===== config.mk =====
export PLATFORM = sky130hd
export DESIGN_NAME = rr_issue_ctrl
export DESIGN_NICKNAME = d
export VERILOG_FILES = /design/src/rtl/rric_pkg.sv /design/src/rtl/rric_slot_ctr.sv /design/src/rtl/rric_flight.sv /design/src/rtl/rric_pc_bank.sv /design/src/rtl/rr_issue_ctrl.sv
export SDC_FILE = /design/constraint.sdc
export NUM_CORES = 1
export LEC_CHECK = 0
export ABC_AREA = 1
export BUFFER_PORTS_ARGS = -buffer_cell sky130_fd_sc_hd__buf_2
export CORE_ASPECT_RATIO = 2
export CORE_MARGIN = 3
export CORE_UTILIZATION = 35
export CTS_BUF_LIST = sky130_fd_sc_hd__clkbuf_8
export DETAILED_ROUTE_END_ITERATION = 16
export PLACE_DENSITY_LB_ADDON = 0.1
export SKIP_LAST_GASP = 1
export SYNTH_ARGS = -nofsm -noshare
export SYNTH_HDL_FRONTEND = slang
export SYNTH_HIERARCHICAL = 1
export SYNTH_SLANG_ARGS = --single-unit

===== constraint.sdc =====
create_clock -name clk -period 1.95 [get_ports clk]
set_input_delay 0.0975 -clock clk [delete_from_list [all_inputs] [get_ports clk]]
set_output_delay 0.0975 -clock clk [all_outputs]
set_load 0.01 [all_outputs]

===== src/rtl/rric_pkg.sv =====
package rric_pkg;

   // Pipeline stage numbering; the distance from fetch decides where
   // each replay cause is sampled and where the PC is written.
   typedef enum logic [2:0] {
      ST_FETCH   = 3'd0,
      ST_DECODE  = 3'd1,
      ST_REGRD   = 3'd2,
      ST_EXECUTE = 3'd3,
      ST_MEM     = 3'd4,
      ST_WB      = 3'd5
   } stage_e;

   localparam int COMMIT_DIST = int'(ST_MEM) - int'(ST_FETCH);

endpackage


===== src/rtl/rric_slot_ctr.sv =====
module rric_slot_ctr #(
   parameter int NT    = 6,
   parameter int TID_W = 3
) (
   input  logic             clk,
   input  logic             rst_n,
   output logic [TID_W-1:0] slot_o
);

   localparam logic [TID_W-1:0] LAST = TID_W'(NT - 1);

   always_ff @(posedge clk) begin
      if (!rst_n)
         slot_o <= '0;
      else if (slot_o == LAST)
         slot_o <= '0;
      else
         slot_o <= slot_o + 1'b1;
   end

endmodule


===== src/rtl/rric_flight.sv =====
module rric_flight
   import rric_pkg::*;
#(
   parameter int TID_W = 3,
   parameter int PC_W  = 32
) (
   input  logic             clk,
   input  logic             rst_n,
   input  logic [TID_W-1:0] fetch_tid_i,
   input  logic             dl_stall_i,
   input  logic             mem_stall_i,
   input  logic             alu_busy_i,
   input  logic             br_taken_i,
   input  logic [PC_W-1:0]  br_target_i,
   output logic             cm_valid_o,
   output logic [TID_W-1:0] cm_tid_o,
   output logic             cm_replay_o,
   output logic             cm_branch_o,
   output logic [PC_W-1:0]  cm_target_o
);

   localparam int DEPTH  = COMMIT_DIST;
   localparam int DEC_IX = int'(ST_DECODE);
   localparam int EXE_IX = int'(ST_EXECUTE);

   for (genvar s = 0; s <= DEPTH; s++) begin : g_stg
      logic             v;
      logic [TID_W-1:0] tid;
      logic             rep;
      logic             br;
      logic [PC_W-1:0]  tgt;

      if (s == 0) begin : g_fetch
         assign v   = 1'b1;
         assign tid = fetch_tid_i;
         assign rep = 1'b0;
         assign br  = 1'b0;
         assign tgt = '0;
      end else begin : g_reg
         logic            hold_in;
         logic            br_in;
         logic [PC_W-1:0] tgt_in;

         // Replay causes are sampled while the instruction sits in the
         // stage that raises them.
         if (s - 1 == DEC_IX) begin : g_dec_cause
            assign hold_in = dl_stall_i;
         end else if (s - 1 == EXE_IX) begin : g_exe_cause
            assign hold_in = mem_stall_i | alu_busy_i;
         end else begin : g_no_cause
            assign hold_in = 1'b0;
         end

         if (s - 1 == EXE_IX) begin : g_br_cap
            assign br_in  = br_taken_i;
            assign tgt_in = br_target_i;
         end else begin : g_br_pass
            assign br_in  = g_stg[s-1].br;
            assign tgt_in = g_stg[s-1].tgt;
         end

         always_ff @(posedge clk) begin
            if (!rst_n) begin
               v   <= 1'b0;
               tid <= '0;
               rep <= 1'b0;
               br  <= 1'b0;
               tgt <= '0;
            end else begin
               v   <= g_stg[s-1].v;
               tid <= g_stg[s-1].tid;
               rep <= g_stg[s-1].rep | hold_in;
               br  <= br_in;
               tgt <= tgt_in;
            end
         end
      end
   end

   assign cm_valid_o  = g_stg[DEPTH].v;
   assign cm_tid_o    = g_stg[DEPTH].tid;
   assign cm_replay_o = g_stg[DEPTH].rep;
   assign cm_branch_o = g_stg[DEPTH].br;
   assign cm_target_o = g_stg[DEPTH].tgt;

endmodule


===== src/rtl/rric_pc_bank.sv =====
module rric_pc_bank #(
   parameter int              NT          = 6,
   parameter int              TID_W       = 3,
   parameter int              PC_W        = 32,
   parameter int              PC_INC      = 4,
   parameter logic [PC_W-1:0] BOOT_BASE   = 32'h0000_1000,
   parameter logic [PC_W-1:0] BOOT_STRIDE = 32'h0000_0400
) (
   input  logic                     clk,
   input  logic                     rst_n,
   input  logic                     cm_valid_i,
   input  logic [TID_W-1:0]         cm_tid_i,
   input  logic                     cm_replay_i,
   input  logic                     cm_branch_i,
   input  logic [PC_W-1:0]          cm_target_i,
   input  logic [TID_W-1:0]         rd_tid_i,
   output logic [PC_W-1:0]          rd_pc_o,
   output logic [NT-1:0][PC_W-1:0]  pc_all_o
);

   localparam logic [PC_W-1:0] STEP = PC_W'(PC_INC);

   for (genvar t = 0; t < NT; t++) begin : g_thr
      localparam logic [PC_W-1:0] BOOT_PC = BOOT_BASE + PC_W'(t) * BOOT_STRIDE;
      logic [PC_W-1:0] q;
      logic            wr;

      assign wr = cm_valid_i && !cm_replay_i && (cm_tid_i == TID_W'(t));

      always_ff @(posedge clk) begin
         if (!rst_n)
            q <= BOOT_PC;
         else if (wr)
            q <= cm_branch_i ? cm_target_i : q + STEP;
      end

      assign pc_all_o[t] = q;
   end

   assign rd_pc_o = pc_all_o[rd_tid_i];

endmodule


===== src/rtl/rr_issue_ctrl.sv =====
module rr_issue_ctrl
   import rric_pkg::*;
#(
   parameter int              NUM_THREADS = 6,
   parameter int              PC_W        = 32,
   parameter int              PC_INC      = 4,
   parameter logic [PC_W-1:0] BOOT_BASE   = 32'h0000_1000,
   parameter logic [PC_W-1:0] BOOT_STRIDE = 32'h0000_0400,
   localparam int             TID_W       = (NUM_THREADS > 1) ? $clog2(NUM_THREADS) : 1
) (
   input  logic             clk,
   input  logic             rst_n,
   input  logic             dl_stall_i,
   input  logic             mem_stall_i,
   input  logic             alu_busy_i,
   input  logic             br_taken_i,
   input  logic [PC_W-1:0]  br_target_i,
   output logic [TID_W-1:0] issue_tid_o,
   output logic [PC_W-1:0]  issue_pc_o
);

   // The PC write must land before the same thread's next turn.
   if (NUM_THREADS <= COMMIT_DIST) begin : g_bad_threads
      $error("rr_issue_ctrl: NUM_THREADS must exceed the fetch-to-memory distance");
   end
   if (PC_INC <= 0) begin : g_bad_inc
      $error("rr_issue_ctrl: PC_INC must be positive");
   end
   if (PC_W < 2) begin : g_bad_pcw
      $error("rr_issue_ctrl: PC_W too small");
   end

   logic                            cm_valid;
   logic [TID_W-1:0]                cm_tid;
   logic                            cm_replay;
   logic                            cm_branch;
   logic [PC_W-1:0]                 cm_target;
   logic [NUM_THREADS-1:0][PC_W-1:0] pc_all;

   rric_slot_ctr #(
      .NT    (NUM_THREADS),
      .TID_W (TID_W)
   ) u_slot (
      .clk    (clk),
      .rst_n  (rst_n),
      .slot_o (issue_tid_o)
   );

   rric_flight #(
      .TID_W (TID_W),
      .PC_W  (PC_W)
   ) u_flight (
      .clk         (clk),
      .rst_n       (rst_n),
      .fetch_tid_i (issue_tid_o),
      .dl_stall_i  (dl_stall_i),
      .mem_stall_i (mem_stall_i),
      .alu_busy_i  (alu_busy_i),
      .br_taken_i  (br_taken_i),
      .br_target_i (br_target_i),
      .cm_valid_o  (cm_valid),
      .cm_tid_o    (cm_tid),
      .cm_replay_o (cm_replay),
      .cm_branch_o (cm_branch),
      .cm_target_o (cm_target)
   );

   rric_pc_bank #(
      .NT          (NUM_THREADS),
      .TID_W       (TID_W),
      .PC_W        (PC_W),
      .PC_INC      (PC_INC),
      .BOOT_BASE   (BOOT_BASE),
      .BOOT_STRIDE (BOOT_STRIDE)
   ) u_pcs (
      .clk         (clk),
      .rst_n       (rst_n),
      .cm_valid_i  (cm_valid),
      .cm_tid_i    (cm_tid),
      .cm_replay_i (cm_replay),
      .cm_branch_i (cm_branch),
      .cm_target_i (cm_target),
      .rd_tid_i    (issue_tid_o),
      .rd_pc_o     (issue_pc_o),
      .pc_all_o    (pc_all)
   );

endmodule


==> results.sh, run 1 <==
export IMPL_outcome="complete, but fails checks"
export IMPL_violations="negative setup slack"
export IMPL_pin_count=73
export IMPL_h_tree_depth=2
export IMPL_drive_gt1_frac=0.160
export IMPL_portBuffers=72
export IMPL_setup_slack_ns=-0.232
export IMPL_start_util=0.355
export IMPL_max_slew_margin_rel=0.628
export IMPL_synth_compound_area_frac=0.206
export IMPL_worst_setup_path_start_kind="flop"
export IMPL_placed_area_um2=17300
export IMPL_grt_max_degree=50
export IMPL_yosys_area_share_simple=0.364
export IMPL_grt_overflow_total=0
export IMPL_avgViaCountPerCell=5.48
export IMPL_synth_warning_count=6
export IMPL_fin_skew_ns=0.0229
export IMPL_crit_type="reg -> out"
export IMPL_grt_pass1_wl_mm=105
export IMPL_period_minus_slack_ns=2.18
export IMPL_synth_nets=2671
export IMPL_drtAntennaViolNets=0
export IMPL_die_h_um=306
export IMPL_cts_buffers=42
export IMPL_syn_to_final_growth_pct=23.3
export IMPL_dp_hpwl_mm=51.4
export IMPL_max_freq_ghz=0.458
export IMPL_mostFrequentLayoutCells="nand2_1, nor2_1, o21ai_0, inv_1, dfxtp_1"
export IMPL_ys_types=40
export IMPL_power_density_nw_per_um2=607
export IMPL_grt_antenna_before_repair=1
export IMPL_place_congestion=0.958
export IMPL_drv_cap=0
export IMPL_path_clk_slew_ns=0.07
export IMPL_clk_latency_ns=0.60
export IMPL_p_leak_nw=8.14
export IMPL_fin_area_um2=19400
export IMPL_hp_class="in -> reg"
export IMPL_setup_viol=32
export IMPL_crit_path_end_kind="output port"
export IMPL_crit_fanout=12
export IMPL_synthMuxAreaShare=0
export IMPL_synthXorXnorAreaFrac=0.00946
export IMPL_rows=109
export IMPL_cts_tree="done"
export IMPL_globalRouteTotalUtil=0.287
export IMPL_first_iter_violations=1341
export IMPL_rsz0062_at_grt="true"
export IMPL_vias=18500
export IMPL_syn_area_um2=15700
export IMPL_worst_slew_pin_slew_ns=0.557
export IMPL_drc_errors=0
export IMPL_drt_wirelength_per_cell_um=21.4
export IMPL_synthCells=2625
export IMPL_ys_seq_area_frac=0.314
export IMPL_core_um2=44300
export IMPL_cts_sinks=247
export IMPL_avgSynthCellArea_um2=6.00
export IMPL_wirelength_mm=72.3
export IMPL_crit_required_ns=1.85
export IMPL_die_area_um2=47700
export IMPL_cp_arrival_ns=2.08
export IMPL_synth_top_family_by_area="simple AND/OR/NAND/NOR gates"
export IMPL_final_common_cell="nand2_1"
export IMPL_hold_viol_final=0
export IMPL_first_pass_iters=6
export IMPL_final_period_utilization=1.12
export IMPL_vdd_drop_max_mv=0.566
export IMPL_fin_nets=2837
export IMPL_slew_viol_final=0
export IMPL_fin_setup_tns_ns=-4.30
export IMPL_synth_fa_ha_area_frac=0.00636
export IMPL_cts_root_buf="clkbuf_8"
export IMPL_clk_path_buf_depth=3
export IMPL_die_w_um=156
export IMPL_grt_pass1_vias=18000
export IMPL_ys_seq_elements=247
-- through the flow --
step                      power (W)  utilization  setup slack (ns)  cells  hold WS (ns)
after floorplan             0.00597            -             0.430   2625         0.125
after global placement      0.00654        0.390             0.117   3239         0.279
after detailed placement    0.00654        0.390            0.0782   3239         0.282
after CTS                    0.0117        0.430            -0.208   3369         0.183
after global routing         0.0122        0.438            -0.264   3377         0.218
final                        0.0118        0.438            -0.232   3377         0.220
-- routing by layer --
layer | share of wire | track usage
met1 | 0.33 | 0.286
met2 | 0.52 | 0.535
met3 | 0.051 | 0.0299
met4 | 0.097 | 0.219
met5 | 0 | 0
-- path summary, 6_finish.rpt --
path                                                from  depth (start not counted)                        to  slack (ns)
worst max register to register       u_pcs/g_thr[1].q[2]                         10      u_pcs/g_thr[1].q[28]        0.11
worst min-delay path                      br_target_i[1]                          4   u_flight/cm_target_o[1]        0.22
worst min register to register  u_flight/g_stg[1].tid[0]                          2  u_flight/g_stg[2].tid[0]        0.41
worst max-delay path                    u_slot/slot_o[1]                          6            issue_pc_o[29]       -0.23
-- cells in the mapped netlist --
| cell | instances | area share |
|---|---|---|
| nand2_1 | 651 | 0.16 |
| nor2_1 | 359 | 0.086 |
| o21ai_0 | 333 | 0.11 |
| inv_1 | 248 | 0.059 |
| dfxtp_1 | 247 | 0.31 |
| nand3_1 | 225 | 0.072 |
| a21oi_1 | 206 | 0.065 |
| clkbuf_1 | 66 | 0.016 |
| a31oi_1 | 44 | 0.017 |
| buf_2 | 33 | 0.010 |
| nor2_2 | 28 | 0.011 |
| nand2_2 | 26 | 0.010 |
| nor2_4 | 17 | 0.012 |
| inv_2 | 15 | 0.0036 |
| xor2_1 | 15 | 0.0083 |
| and2_1 | 12 | 0.0048 |
| o21bai_1 | 11 | 0.0052 |
| or2_2 | 11 | 0.0044 |
| o211ai_1 | 10 | 0.0048 |
| ha_1 | 8 | 0.0064 |
| buf_1 | 6 | 0.0014 |
| nand4_1 | 6 | 0.0024 |
| o21ai_1 | 6 | 0.0019 |
| buf_4 | 5 | 0.0024 |
| nand3b_1 | 5 | 0.0024 |
| nor3_1 | 5 | 0.0016 |
| a211oi_1 | 4 | 0.0019 |
| buf_8 | 4 | 0.0038 |
| o22ai_1 | 4 | 0.0016 |
| clkbuf_2 | 2 | 0.00064 |
| nand3_2 | 2 | 0.0013 |
| o31ai_1 | 2 | 0.00095 |
| xnor2_1 | 2 | 0.0011 |
| a22oi_1 | 1 | 0.00048 |
| a31o_2 | 1 | 0.00056 |
| buf_12 | 1 | 0.0013 |
| buf_6 | 1 | 0.00072 |
| clkinv_1 | 1 | 0.00024 |
| nand2_4 | 1 | 0.00072 |
| nor3_4 | 1 | 0.0010 |
-- power breakdown --
group / internal (W) / switching (W) / total (W)
Sequential: 0.00512 / 0.0000618 / 0.00518
Combinational: 0.000658 / 0.00108 / 0.00174
Clock: 0.00242 / 0.00244 / 0.00486
Total: 0.00820 / 0.00359 / 0.0118
-- registers in the layout (all words and copies together), names as in the netlist --
register / cells
u_slot/slot_o: 3
u_flight/cm_target_o: 32
u_flight/cm_valid_o: 1
u_flight/cm_tid_o: 3
u_flight/cm_replay_o: 1
u_flight/g_stg.v: 3
u_flight/cm_branch_o: 1
u_flight/g_stg.rep: 2
u_flight/g_stg.tid: 9
u_pcs/g_thr.q: 192
-- timing repair --
item                                    in CTS  in global routing
pin swaps                                   16                 21
cloned                                       9                  6
hold buffers                                43                  0
endpoints found under the setup margin      32                 37
endpoints found under the hold margin       64                  0
setup buffers                                4                  2
resized for setup                          116                 68
-- layout make-up --
cell class	instances	area, um2
Multi-Input combinational cell	1996	9620
Fill cell	4678	24900
Antenna cell	1	2.50
Inverter	264	1010
Tap cell	555	694
Clock inverter	22	111
Timing Repair Buffer	240	2310
Sequential cell	247	4950
Clock buffer	52	716
-- critical path, stage by stage, from the launching register on --
cell     delay (ns)
dfxtp_4        0.39
buf_12         0.14
nor2_4         0.17
buf_12         0.18
o21ai_0        0.14
o21ai_2        0.27
buf_2          0.18
-- cells by family after synthesis --
family / count (synthesis)
and+or+nand+nor: 1349
AOI/OAI and AO/OA: 622
buffers and inverters: 382
DFF: 247
xor gates and xnor gates: 17
adders and majority gates: 8
(Power assumes the default switching activity.)
==> run 2, diff against run 1 <==
--- a/config.mk
+++ b/config.mk
@@ -13,7 +13,6 @@
 export CTS_BUF_LIST = sky130_fd_sc_hd__clkbuf_8
 export DETAILED_ROUTE_END_ITERATION = 16
 export PLACE_DENSITY_LB_ADDON = 0.1
-export SKIP_LAST_GASP = 1
 export SYNTH_ARGS = -nofsm -noshare
 export SYNTH_HDL_FRONTEND = slang
 export SYNTH_HIERARCHICAL = 1
==> constraint.sdc (replaced) <==
create_clock -name clk -period 1.95 [get_ports clk]
set_input_delay 0.195 -clock clk [delete_from_list [all_inputs] [get_ports clk]]
set_output_delay 0.195 -clock clk [all_outputs]
set_load 0.01 [all_outputs]
==> results.sh, run 2 (synthesized netlist as in run 1, its figures left out) <==
export IMPL_grt_max_degree=92
export IMPL_rows=109
export IMPL_drv_cap=0
export IMPL_use_met3=0.0369
export IMPL_h_tree_depth=2
export IMPL_max_slew_margin_rel=0.606
export IMPL_max_freq_ghz=0.444
export IMPL_pin_count=73
export IMPL_power_density_nw_per_um2=621
export IMPL_hold_viol_final=0
export IMPL_die_w_um=156
export IMPL_cts_tree="done"
export IMPL_place_congestion=0.981
export IMPL_first_iter_violations=1383
export IMPL_top_usage_layer="met2"
export IMPL_violations="negative setup slack"
export IMPL_final_period_utilization=1.16
export IMPL_crit_type="reg -> out"
export IMPL_fin_skew_ns=0.0258
export IMPL_setup_viol=32
export IMPL_drive_gt1_frac=0.141
export IMPL_final_common_cell="nand2_1"
export IMPL_setup_slack_ns=-0.305
export IMPL_r2r_setup_slack_ns=0.04
export IMPL_vdd_drop_max_mv=0.840
export IMPL_fin_nets=2832
export IMPL_worst_setup_path_start_kind="flop"
export IMPL_slew_viol_final=0
export IMPL_grt_pass1_vias=18200
export IMPL_worst_slew_pin_slew_ns=0.590
export IMPL_clk_latency_ns=0.62
export IMPL_met1_usage=0.303
export IMPL_core_um2=44300
export IMPL_rsz0062_at_grt="true"
export IMPL_dp_hpwl_mm=53.1
export IMPL_globalRouteTotalUtil=0.295
export IMPL_avgViaCountPerCell=5.50
export IMPL_grt_overflow_total=0
export IMPL_crit_path_end_kind="output port"
export IMPL_largest_reg_flops=192
export IMPL_wirelength_mm=72.8
export IMPL_mostFrequentLayoutCells="nand2_1, nor2_1, o21ai_0, inv_1, dfxtp_1"
export IMPL_die_area_um2=47700
export IMPL_die_h_um=306
export IMPL_grt_antenna_before_repair=1
export IMPL_crit_fanout=33
export IMPL_period_minus_slack_ns=2.25
export IMPL_vias=18500
export IMPL_cts_root_buf="clkbuf_8"
export IMPL_clk_path_buf_depth=3
export IMPL_syn_to_final_growth_pct=20.8
export IMPL_p_leak_nw=8.07
export IMPL_grt_pass1_wl_mm=107
export IMPL_outcome="complete, but fails checks"
export IMPL_path_clk_slew_ns=0.07
export IMPL_finalNonFillerCells=3371
export IMPL_hp_class="in -> reg"
export IMPL_drtAntennaViolNets=0
export IMPL_cts_sinks=247
export IMPL_first_pass_iters=8
export IMPL_cp_arrival_ns=2.06
export IMPL_start_util=0.355
export IMPL_dp_cells=3245
export IMPL_crit_required_ns=1.75
export IMPL_preCtsSetupSlack_ns=0.0945
export IMPL_regMostFlops="u_pcs/g_thr.q"
export IMPL_cts_buffers=42
export IMPL_fin_hold_ws_ns=0.293
export IMPL_met2_usage=0.535
export IMPL_portBuffers=72
export IMPL_drt_wirelength_per_cell_um=21.6
export IMPL_drc_errors=0
## run 2: changes by cell type in the layout (fill, tap and decap cells not counted), sizes merged
cell | previous run | this run
inv | 279 | 277
bufinv | 0 | 1
dlygate4sd3 | 43 | 40
clkinv | 7 | 6
clkbuf | 57 | 56
## run 2: final cells by class
class	instances	area, um2
diodes	1	2.50
clock buffers	53	729
clock inverters	20	128
fillers	4731	25300
inverters	264	1000
multi-input cells	1996	9360
flip-flops and latches	247	4950
well taps	555	694
repair buffers	235	2150
## run 2: power by group
part	internal, W	switching, W
clock	0.00260	0.00247
combinational	0.000585	0.000978
sequential	0.00512	0.0000628
## run 2: worst max-delay path, cell delays in order, from the launching register on
cell	delay, ns
dfxtp_4	0.43
buf_16	0.24
o21ai_0	0.16
o22ai_1	0.18
nand2_1	0.12
o21ai_0	0.12
buf_2	0.17
## run 2: worst paths after layout
check,from,end,cells after the start
min,br_target_i[3],u_flight/cm_target_o[3],4
max reg2reg,u_pcs/g_thr[0].q[15],u_pcs/g_thr[0].q[24],6
min reg2reg,u_flight/g_stg[2].tid[1],u_flight/g_stg[3].tid[1],2
max,u_slot/slot_o[0],issue_pc_o[14],6
## run 2: routing by layer
layer | part of all wire | vias to the layer above | wire (um)
li1 | - | 8858 | -
met5 | 0 | - | 0
met2 | 0.51 | 768 | 36900
met1 | 0.34 | 8636 | 25100
met3 | 0.054 | 287 | 3900
met4 | 0.095 | 0 | 6920
## run 2: timing repair
action,CTS,global route
resized for setup,71,31
cloned,6,3
buffers inserted,3,0
hold buffers,40,0
endpoints found under the setup margin,33,35
hold endpoints to repair,41,0
pin swaps,4,2
## run 2: metrics by stage
| stage | utilization | setup TNS [ns] | instance area [um2] | power [W] |
|---|---|---|---|---|
| after floorplan | - | 0 | 15700 | 0.00597 |
| after global placement | 0.391 | 0 | 17300 | 0.00652 |
| after detailed placement | 0.391 | 0 | 17300 | 0.00653 |
| after CTS | 0.426 | -8.35 | 18900 | 0.0118 |
| after global routing | 0.429 | -10.38 | 19000 | 0.0122 |
| final | 0.429 | -7.17 | 19000 | 0.0118 |
==> run 3, diff against run 2 <==
--- a/config.mk
+++ b/config.mk
@@ -5,7 +5,7 @@
 export SDC_FILE = /design/constraint.sdc
 export NUM_CORES = 1
 export LEC_CHECK = 0
-export ABC_AREA = 1
+export ABC_AREA = 0
 export BUFFER_PORTS_ARGS = -buffer_cell sky130_fd_sc_hd__buf_2
 export CORE_ASPECT_RATIO = 2
 export CORE_MARGIN = 3
@@ -13,6 +13,7 @@
 export CTS_BUF_LIST = sky130_fd_sc_hd__clkbuf_8
 export DETAILED_ROUTE_END_ITERATION = 16
 export PLACE_DENSITY_LB_ADDON = 0.1
+export REMOVE_ABC_BUFFERS = 1
 export SYNTH_ARGS = -nofsm -noshare
 export SYNTH_HDL_FRONTEND = slang
 export SYNTH_HIERARCHICAL = 1
==> results.sh, run 3 <==
export IMPL_regMostFlops="u_pcs/g_thr.q"
export IMPL_hp_class="in -> reg"
export IMPL_cp_arrival_ns=2.20
export IMPL_drt_wirelength_per_cell_um=24.8
export IMPL_max_freq_ghz=0.418
export IMPL_worst_setup_path_start_kind="flop"
export IMPL_grt_max_degree=84
export IMPL_largest_reg_flops=192
export IMPL_regToRegStartpoint="u_pcs/g_thr[2].q[3]"
export IMPL_final_period_utilization=1.23
export IMPL_cts_root_buf="clkbuf_8"
export IMPL_max_slew_margin_rel=0.371
export IMPL_die_area_um2=44500
export IMPL_drive_gt1_frac=0.274
export IMPL_clk_path_buf_depth=3
export IMPL_synthTopCellsByCount="dfxtp_1, nor2_1, nand2_1"
export IMPL_violations="negative setup slack"
export IMPL_portBuffers=72
export IMPL_grt_overflow_total=0
export IMPL_p_leak_nw=7.31
export IMPL_synthCells=1843
export IMPL_first_pass_iters=5
export IMPL_synth_flop_cell="dfxtp_1"
export IMPL_cts_sinks=247
export IMPL_setup_viol=36
export IMPL_rsz0062_at_grt="true"
export IMPL_vdd_drop_max_mv=0.460
export IMPL_preCtsSetupSlack_ns=-0.216
export IMPL_min_delay_path_depth=3
export IMPL_worst_slew_pin_slew_ns=0.940
export IMPL_ys_seq_area_frac=0.337
export IMPL_path_clk_slew_ns=0.07
export IMPL_drv_cap=0
export IMPL_r2r_end="u_pcs/g_thr[2].q[30]"
export IMPL_pin_count=73
export IMPL_vias=16200
export IMPL_outcome="complete, but fails checks"
export IMPL_async_flop_share=0
export IMPL_ys_types=77
export IMPL_placed_area_um2=17400
export IMPL_synth_warning_count=6
export IMPL_fillCellCount=4169
export IMPL_grt_antenna_before_repair=2
export IMPL_cts_buffers=42
export IMPL_period_minus_slack_ns=2.39
export IMPL_avgViaCountPerCell=6.01
export IMPL_clk_latency_ns=0.60
export IMPL_rows=105
export IMPL_wirelength_mm=67.1
export IMPL_synth_area_leaders="dfxtp_1, mux4_2, a21oi_1"
export IMPL_min_from="br_target_i[5]"
export IMPL_grt_pass1_vias=16000
export IMPL_synth_edf_count=0
export IMPL_ys_seq_elements=247
export IMPL_synth_top_area_share=0.337
export IMPL_crit_fanout=7
export IMPL_yosysMostFrequentCell="dfxtp_1"
export IMPL_cts_tree="done"
export IMPL_hold_viol_final=0
export IMPL_power_density_nw_per_um2=580
export IMPL_core_um2=41300
export IMPL_place_congestion=0.953
export IMPL_h_tree_depth=2
export IMPL_syn_area_um2=14700
export IMPL_dp_hpwl_mm=50.2
export IMPL_worstRegToRegCells=8
export IMPL_fin_area_um2=19500
export IMPL_crit_type="reg -> out"
export IMPL_avgSynthCellArea_um2=7.96
export IMPL_synth_area_leader_cell="dfxtp_1"
export IMPL_cp_endpoint="issue_pc_o[21]"
export IMPL_fin_skew_ns=0.0387
export IMPL_final_common_cell="buf_4"
export IMPL_drc_errors=0
export IMPL_startpoint="u_slot/slot_o[0]"
export IMPL_mostFrequentLayoutCells="buf_4, dfxtp_1, nor2_1, nand2_1, a21oi_1"
export IMPL_globalRouteTotalUtil=0.294
export IMPL_start_util=0.356
export IMPL_r2r_setup_slack_ns=-0.08
export IMPL_fin_nets=2186
export IMPL_die_w_um=151
export IMPL_setup_slack_ns=-0.443
export IMPL_die_h_um=295
export IMPL_crit_required_ns=1.75
export IMPL_slew_viol_final=0
export IMPL_syn_to_final_growth_pct=32.7
export IMPL_grt_pass1_wl_mm=98.1
export IMPL_drtAntennaViolNets=0
export IMPL_crit_path_end_kind="output port"
export IMPL_first_iter_violations=1087
-- run 3: changes by cell type after synthesis, sizes merged, moves of 38 or more --
cell    before  now
and3         0   38
inv        263   51
mux2i        0   60
o22ai        4   46
nand3      227   91
nor3         6   47
a21oi      206  134
nand4        6   47
clkbuf      68  124
o21ai      339  124
nand2      678  148
and2        12   68
nor2       404  159
-- run 3: cell families (layout without fill, tap and decap cells) --
logic type                 after synthesis  count (layout)  share of synthesized area
muxes                                   92              92                     0.0904
DFF                                    247             247                      0.337
other                                    0               2                          0
adders and majority gates                8               8                    0.00683
and+or+nand+nor                        720             720                      0.253
buffers and inverters                  204             529                     0.0544
AOI/OAI and AO/OA                      572             572                      0.258
-- run 3: worst min path at each step --
stage,end,slack (ns)
6_report,u_flight/cm_target_o[5],0.33
5_1_grt,u_flight/cm_target_o[5],0.33
4_1_cts,u_flight/cm_target_o[14],0.30
3_5_place_dp,u_flight/cm_target_o[30],0.40
3_3_place_gp,u_flight/cm_target_o[30],0.39
2_1_floorplan,u_flight/g_stg[1].v,0.22
-- run 3: worst max-delay path, stage by stage, from the launching register on --
cell and delay (ns):
dfxtp_4 0.41, buf_12 0.13, buf_12 0.12, mux4_2 0.54
inv_1 0.08, o22ai_1 0.12, buf_2 0.19
-- run 3: area by class of cell --
| class | count | area, um2 | share of cell area |
|---|---|---|---|
| Multi-Input combinational cell | 1392 | 9440 | 0.485 |
| Antenna cell | 2 | 5.00 | 0.000257 |
| Timing Repair Buffer | 404 | 3320 | 0.171 |
| Clock buffer | 52 | 716 | 0.0368 |
| Tap cell | 535 | 669 | 0.0344 |
| Sequential cell | 247 | 4970 | 0.256 |
| Inverter | 53 | 200 | 0.0103 |
| Clock inverter | 20 | 135 | 0.00695 |
-- run 3: timing repair --
| action | in CTS | in global routing |
|---|---|---|
| cloned | 1 | 0 |
| hold endpoints to repair | 38 | 0 |
| setup endpoints to repair | 55 | 87 |
| resized for setup | 53 | 98 |
| setup buffers | 15 | 9 |
| pin swaps | 6 | 35 |
| hold buffers | 37 | 0 |
-- run 3: where the power goes --
group | switching [W] | internal [W] | leakage (nW)
clock | 0.00234 | 0.00266 | 0.489
sequential | 0.0000801 | 0.00511 | 2.01
combinational | 0.000644 | 0.000457 | 4.81
-- run 3: stage by stage --
step / total power [W] / hold WS, ns / instances / utilization / setup TNS (ns)
final: 0.0113 / 0.334 / 2705 / 0.472 / -12.66
after global routing: 0.0116 / 0.326 / 2704 / 0.472 / -15.04
after CTS: 0.0114 / 0.303 / 2694 / 0.459 / -13.46
after detailed placement: 0.00627 / 0.400 / 2569 / 0.422 / -1.68
after global placement: 0.00627 / 0.394 / 2569 / 0.422 / -1.12
after floorplan: 0.00576 / 0.223 / 1692 / - / -1125.90
-- run 3: metal layers --
metal | wire (um) | GRT usage | vias to the layer above
met3 | 2510 | 0.0299 | 262
met2 | 33900 | 0.522 | 583
met5 | 0 | 0 | -
met4 | 7990 | 0.275 | 0
li1 | - | - | 7573
met1 | 22700 | 0.291 | 7829
